$ cat src/rtl/stkalu_pkg.sv
package stkalu_pkg;
  typedef enum logic [3:0] {
    OP_NOP  = 4'd0,
    OP_PUSH = 4'd1,
    OP_POP  = 4'd2,
    OP_ADD  = 4'd3,
    OP_SUB  = 4'd4,
    OP_MUL  = 4'd5,
    OP_AND  = 4'd6,
    OP_OR   = 4'd7,
    OP_XOR  = 4'd8,
    OP_CMP  = 4'd9,
    OP_NEG  = 4'd10,
    OP_INC  = 4'd11,
    OP_DEC  = 4'd12,
    OP_NOT  = 4'd13
  } stk_op_e;
endpackage

$ cat src/rtl/stkalu_stack.sv
module stkalu_stack #(
  parameter int DATA_W = 16,
  parameter int DEPTH  = 16,
  parameter int IDX_W  = $clog2(DEPTH)
) (
  input  logic              clk,
  input  logic              wr_en,
  input  logic [IDX_W-1:0]  wr_idx,
  input  logic [DATA_W-1:0] wr_data,
  input  logic [IDX_W-1:0]  top_idx,
  input  logic [IDX_W-1:0]  nxt_idx,
  output logic [DATA_W-1:0] top_q,
  output logic [DATA_W-1:0] nxt_q
);
  // Single write port, two asynchronous read ports (distributed RAM shape)
  logic [DATA_W-1:0] mem [DEPTH];

  always_ff @(posedge clk) begin
    if (wr_en) mem[wr_idx] <= wr_data;
  end

  assign top_q = mem[top_idx];
  assign nxt_q = mem[nxt_idx];
endmodule

$ cat src/rtl/stkalu_alu.sv
module stkalu_alu
  import stkalu_pkg::*;
#(
  parameter int DATA_W = 16
) (
  input  logic [3:0]        op,
  input  logic [DATA_W-1:0] nxt,
  input  logic [DATA_W-1:0] top,
  output logic [DATA_W-1:0] result,
  output logic              zero,
  output logic              carry
);
  logic [DATA_W:0] wide;

  always_comb begin
    case (op)
      OP_ADD:         wide = {1'b0, nxt} + {1'b0, top};
      OP_SUB, OP_CMP: wide = {1'b0, nxt} - {1'b0, top};
      OP_MUL:         wide = {1'b0, DATA_W'(nxt * top)};
      OP_AND:         wide = {1'b0, nxt & top};
      OP_OR:          wide = {1'b0, nxt | top};
      OP_XOR:         wide = {1'b0, nxt ^ top};
      OP_NEG:         wide = {1'b0, DATA_W'(-top)};
      OP_INC:         wide = {1'b0, DATA_W'(top + DATA_W'(1))};
      OP_DEC:         wide = {1'b0, DATA_W'(top - DATA_W'(1))};
      OP_NOT:         wide = {1'b0, ~top};
      default:        wide = '0;
    endcase
  end

  assign result = wide[DATA_W-1:0];
  assign zero   = (wide[DATA_W-1:0] == '0);
  assign carry  = wide[DATA_W];
endmodule

$ cat src/rtl/stkalu_ctrl.sv
module stkalu_ctrl
  import stkalu_pkg::*;
#(
  parameter int DEPTH = 16,
  parameter int CNT_W = $clog2(DEPTH + 1),
  parameter int IDX_W = $clog2(DEPTH)
) (
  input  logic             cmd_valid,
  input  logic [3:0]       cmd_op,
  input  logic [CNT_W-1:0] cnt,
  output logic             under,
  output logic             over,
  output logic             accept,
  output logic [CNT_W-1:0] cnt_nxt,
  output logic             wr_en,
  output logic             wr_push,
  output logic [IDX_W-1:0] wr_idx,
  output logic [IDX_W-1:0] top_idx,
  output logic [IDX_W-1:0] nxt_idx,
  output logic             do_pop,
  output logic             upd_flags
);
  localparam logic [CNT_W-1:0] FULL = CNT_W'(DEPTH);

  logic [1:0] need;
  logic       is_push, is_pop, is_bin, is_cmp, is_un;

  always_comb begin
    is_push = (cmd_op == OP_PUSH);
    is_pop  = (cmd_op == OP_POP);
    is_cmp  = (cmd_op == OP_CMP);
    is_bin  = (cmd_op >= OP_ADD) && (cmd_op <= OP_XOR);
    is_un   = (cmd_op >= OP_NEG) && (cmd_op <= OP_NOT);
    need    = (is_bin || is_cmp) ? 2'd2 : ((is_pop || is_un) ? 2'd1 : 2'd0);
  end

  assign top_idx = IDX_W'(cnt - CNT_W'(1));
  assign nxt_idx = IDX_W'(cnt - CNT_W'(2));

  assign under  = cmd_valid && (cnt < CNT_W'(need));
  assign over   = cmd_valid && is_push && (cnt == FULL);
  assign accept = cmd_valid && !under && !over;

  always_comb begin
    cnt_nxt = cnt;
    wr_en   = 1'b0;
    wr_idx  = top_idx;
    if (accept) begin
      if (is_push) begin
        cnt_nxt = cnt + CNT_W'(1);
        wr_en   = 1'b1;
        wr_idx  = IDX_W'(cnt);
      end else if (is_pop) begin
        cnt_nxt = cnt - CNT_W'(1);
      end else if (is_bin) begin
        cnt_nxt = cnt - CNT_W'(1);
        wr_en   = 1'b1;
        wr_idx  = nxt_idx;
      end else if (is_un) begin
        wr_en   = 1'b1;
      end
    end
  end

  assign wr_push   = is_push;
  assign do_pop    = accept && is_pop;
  assign upd_flags = accept && (is_bin || is_cmp || is_un);
endmodule

$ cat src/rtl/stack_alu_core.sv
module stack_alu_core #(
  parameter int DATA_W = 16,
  parameter int DEPTH  = 16
) (
  input  logic              clk,
  input  logic              rst,
  input  logic              cmd_valid,
  input  logic [3:0]        cmd_op,
  input  logic [DATA_W-1:0] cmd_data,
  output logic [DATA_W-1:0] pop_data,
  output logic              pop_valid,
  output logic              flag_zero,
  output logic              flag_carry,
  output logic              err_underflow,
  output logic              err_overflow
);
  localparam int CNT_W = $clog2(DEPTH + 1);
  localparam int IDX_W = $clog2(DEPTH);

  logic [CNT_W-1:0]  cnt, cnt_nxt;
  logic              under, over, accept, wr_en, wr_push, do_pop, upd_flags;
  logic [IDX_W-1:0]  wr_idx, top_idx, nxt_idx;
  logic [DATA_W-1:0] top_q, nxt_q, alu_res, wr_data;
  logic              alu_zero, alu_carry;

  stkalu_ctrl #(.DEPTH(DEPTH), .CNT_W(CNT_W), .IDX_W(IDX_W)) u_ctrl (
    .cmd_valid(cmd_valid), .cmd_op(cmd_op), .cnt(cnt),
    .under(under), .over(over), .accept(accept), .cnt_nxt(cnt_nxt),
    .wr_en(wr_en), .wr_push(wr_push), .wr_idx(wr_idx),
    .top_idx(top_idx), .nxt_idx(nxt_idx),
    .do_pop(do_pop), .upd_flags(upd_flags)
  );

  stkalu_alu #(.DATA_W(DATA_W)) u_alu (
    .op(cmd_op), .nxt(nxt_q), .top(top_q),
    .result(alu_res), .zero(alu_zero), .carry(alu_carry)
  );

  assign wr_data = wr_push ? cmd_data : alu_res;

  stkalu_stack #(.DATA_W(DATA_W), .DEPTH(DEPTH), .IDX_W(IDX_W)) u_stack (
    .clk(clk), .wr_en(wr_en), .wr_idx(wr_idx), .wr_data(wr_data),
    .top_idx(top_idx), .nxt_idx(nxt_idx), .top_q(top_q), .nxt_q(nxt_q)
  );

  always_ff @(posedge clk) begin
    if (rst) begin
      cnt           <= '0;
      pop_data      <= '0;
      pop_valid     <= 1'b0;
      flag_zero     <= 1'b0;
      flag_carry    <= 1'b0;
      err_underflow <= 1'b0;
      err_overflow  <= 1'b0;
    end else begin
      pop_valid <= 1'b0;
      if (cmd_valid) begin
        err_underflow <= under;
        err_overflow  <= over;
      end
      if (accept) cnt <= cnt_nxt;
      if (do_pop) begin
        pop_data  <= top_q;
        pop_valid <= 1'b1;
      end
      if (upd_flags) begin
        flag_zero  <= alu_zero;
        flag_carry <= alu_carry;
      end
    end
  end
endmodule

$ cat config.mk
export PLATFORM = sky130hd
export DESIGN_NAME = stack_alu_core
export DESIGN_NICKNAME = d
export VERILOG_FILES = /design/src/rtl/stkalu_pkg.sv /design/src/rtl/stkalu_stack.sv /design/src/rtl/stkalu_alu.sv /design/src/rtl/stkalu_ctrl.sv /design/src/rtl/stack_alu_core.sv
export SDC_FILE = /design/constraint.sdc
export NUM_CORES = 1
export LEC_CHECK = 0
export ABC_AREA = 1
export BUFFER_PORTS_ARGS = -buffer_cell sky130_fd_sc_hd__buf_2
export CORE_ASPECT_RATIO = 0.5
export CORE_MARGIN = 4
export CORE_UTILIZATION = 50
export CTS_CLUSTER_DIAMETER = 200
export DETAILED_ROUTE_END_ITERATION = 10
export GPL_TIMING_DRIVEN = 0
export PLACE_DENSITY = 0.66
export SKIP_LAST_GASP = 1
export SLEW_MARGIN = 10
export SYNTH_ARGS = -nofsm -noshare
export SYNTH_HDL_FRONTEND = slang
export SYNTH_HIERARCHICAL = 1
export SYNTH_SLANG_ARGS = --single-unit
$ cat constraint.sdc
create_clock -name clk -period 8.78 [get_ports clk]
set_clock_uncertainty 0.15 [all_clocks]
set_input_delay 0.878 -clock clk [delete_from_list [all_inputs] [get_ports clk]]
set_output_delay 0.878 -clock clk [all_outputs]
set_load 0.02 [all_outputs]
==> run summary <==
Worst Tran Pin Value -> 0.9727 ns
Worst reg2reg path depth -> 34
Synth warn -> 6
Post-Route WL -> 91300 um
Fin area -> 0.02655 mm2
Routed wire per std cell -> 22.50 um
Setup Viol. Count Final -> 0
Antenna Nets Post-Route -> 0
CP Max Fanout -> 15
R2R Path Start -> cnt[0]$_SDFFE_PP0P_
Inserted Clock Buffers -> 30
Maximum clock rate -> 0.1181 GHz
Worst skew pair latency -> 0.61 ns
Initial Utilization -> 50.63%
Run status -> finished clean
Number of global-route vias before repair -> 21462
Die width -> 315.9 um
P&R area growth vs syn -> 12.04%
I/O pin total -> 44
Share of cells above drive strength 1 -> 11.27%
Slowest-stage cell, CP -> fa_1
HP Class -> input port to register
Synth top area share -> 32.44%
Crit Reg-Reg Endpoint -> u_stack/mem[14][13]$_DFFE_PP_
Clock transition at the registers of the reported paths -> 0.07 ns
Mapped Area -> 0.02370 mm2
Fillcell total -> 4506
Place WS -> -1.233 ns
Fraction of registers with async set/reset -> 0%
First-pass GRT wire length -> 135300 um
Number of remaining DRC errors -> 0
Gp weighted congestion -> 0.9784
CTS hold repair buffers -> 0
Max Slew Vio Count -> 0
Max cap viols -> 0
Worst path required time -> 8.96 ns
Primary FF master, synth -> edfxtp_1
I/O Buffers -> 43
Commonest cells post-synth -> nand2_1, inv_1, nand3_1
Multi-input logic area -> 0.01238 mm2
Reg area -> 0.008214 mm2
Worst-case clock buffer depth -> 3
Die footprint -> 0.05115 mm2
Synthesized flop and latch total -> 282
Hold EP -> pop_valid$_SDFF_PP0_
CTS H-tree lvls -> 1
Crit path time final -> 8.466 ns
Largest cells by area after synthesis -> edfxtp_1, nand2_1, nand3_1, inv_1, fa_1
Largest net degree at the start of global routing -> 19
Sequential area share after synthesis -> 34.64%
TritonCTS clock tree -> yes
DR vias -> 22930
Syn_area_per_cell -> 7.213 um2
Final worst slack -> 0.3138 ns
Post-place instance area -> 0.02523 mm2
Total GRT Usage -> 35.57%
Initial DRC count -> 3004
Initial antenna violation count -> 1
CP Capture Type -> register
CP arrival -> 8.64 ns
Cell count after synthesis -> 3285
Cell variety after synth -> 50
Site row count -> 56
Clock root cell -> clkbuf_16
Min-delay src -> rst
Clock net sink count -> 282
Final net count -> 3617
Startpoint Class -> register
Period utilisation layout -> 96.43%
GR Overflow Total -> 0
Die height -> 161.9 um
WHS Path Cells -> 2
Reg2reg setup slack -> 0.31 ns
First-pass DRT Iterations -> 7
Final core occ -> 56.72%
Final Hold Viols -> 0
Slew headroom -> 35.16%
DP HPWL -> 67520 um
Worst Setup Path Type -> register to register
Most common cell in the netlist -> nand2_1
Vias per cell -> 5.651
Post-synth EDFFs -> 256
Crit-path max cell delay -> 0.56 ns
Syn Nets -> 3508
CP most frequent cell -> inv_1
Core area -> 0.04680 mm2
Cell taking the most area after synthesis -> edfxtp_1
==> cell type report <==
class	count	share of cell area, %
plain buffers	148	3.930
well taps	638	3.007
clock inverters	17	0.6315
flip-flops and latches	282	30.94
inverters	642	9.114
repair buffers	79	2.639
clock buffers	38	3.068
multi-input cells	2211	46.64
diodes	3	0.02828
==> worst max path at each step <==
stage / start / slack, ns / end / cells after the start
after floorplan: cnt[0]$_SDFFE_PP0P_ / 0.94 / u_stack/mem[0][15]$_DFFE_PP_ / 35
after global placement: cnt[0]$_SDFFE_PP0P_ / -2.77 / u_stack/mem[12][15]$_DFFE_PP_ / 35
after detailed placement: cnt[0]$_SDFFE_PP0P_ / -1.23 / u_stack/mem[3][14]$_DFFE_PP_ / 33
after CTS: cnt[0]$_SDFFE_PP0P_ / 0.004 / u_stack/mem[10][14]$_DFFE_PP_ / 34
after global routing: cnt[0]$_SDFFE_PP0P_ / -0.009 / u_stack/mem[12][13]$_DFFE_PP_ / 35
final: cnt[0]$_SDFFE_PP0P_ / 0.31 / u_stack/mem[14][13]$_DFFE_PP_ / 34
==> what timing repair did <==
item / 4_1_cts / 5_1_grt
pin swaps: 1 / 1
setup endpoints to repair: 137 / 129
resized for setup: 43 / 81
setup buffers: 1 / 7
==> sequential cells by signal, summed over array words and instances (netlist names) <==
name and cells:
cnt 5, err_overflow 1, u_stack/mem 256, pop_valid 1
err_underflow 1, flag_zero 1, pop_data 16, flag_carry 1
==> through the flow <==
stage | setup TNS (ns) | instances | hold WS [ns]
global route | -0.07515 | 4055 | 0.3147
CTS | 0 | 4049 | 0.3040
detailed placement | -87.50 | 3994 | 0.3093
floorplan | 0 | 3285 | 0.3617
global placement | -368.61 | 3966 | 0.3079
finish | 0 | 4058 | 0.3112
==> routing by layer <==
metal  vias up  part of all wire (%)  GRT usage, %
met5         -                     0             0
met4         0                   4.1         12.45
met3       241                    13         10.47
met2      1365                    42         53.78
met1     10772                    41         48.89
li1      10552                     -             -
==> cells by family after synthesis <==
kind of cell	count (synthesis)	synth area share, %
buffers and inverters	792	14.24
DFF	282	34.64
xor gates and xnor gates	30	1.109
adders and majority gates	200	13.16
AOI/OAI and AO/OA	149	3.607
and+or+nand+nor	1832	33.25
==> critical path: cells and delay by family, from the launching register on <==
family                   cells  cell delay (ns)
adder cells (fa/ha/maj)      8             3.67
buffers and inverters       13             1.92
AO/OA/AOI/OAI                3             0.38
AND/OR/NAND/NOR             10             1.56
flip-flops                   1             0.43
==> cells in the final DEF (no fill, tap or decap), types with 4 or more instances in the layout <==
master and count:
o22ai_1 5, fa_1 82, clkbuf_8 4, buf_2 93
or2_2 9, clkbuf_4 17, a221oi_1 5, nor3_1 6
xnor2_1 15, nand2_4 11, nand3_1 555, xor2_1 14
clkinv_2 7, nand2_1 985, inv_2 9, a21oi_1 46
buf_8 27, clkbuf_2 12, o21ai_0 37, nand2_2 20
nand3_2 15, ha_1 118, buf_4 33, nand3b_1 10
buf_6 30, nand4_1 20, o21ai_2 14, a31oi_1 17
inv_1 630, o21ai_1 7, clkbuf_1 14, clkbuf_16 31
nor2_2 26, dfxtp_1 23, edfxtp_1 256, nor2_1 164
Power is left out: the tool's default activity adds up to more than one toggle a clock period on the data nets, which glitch-free logic cannot reach.
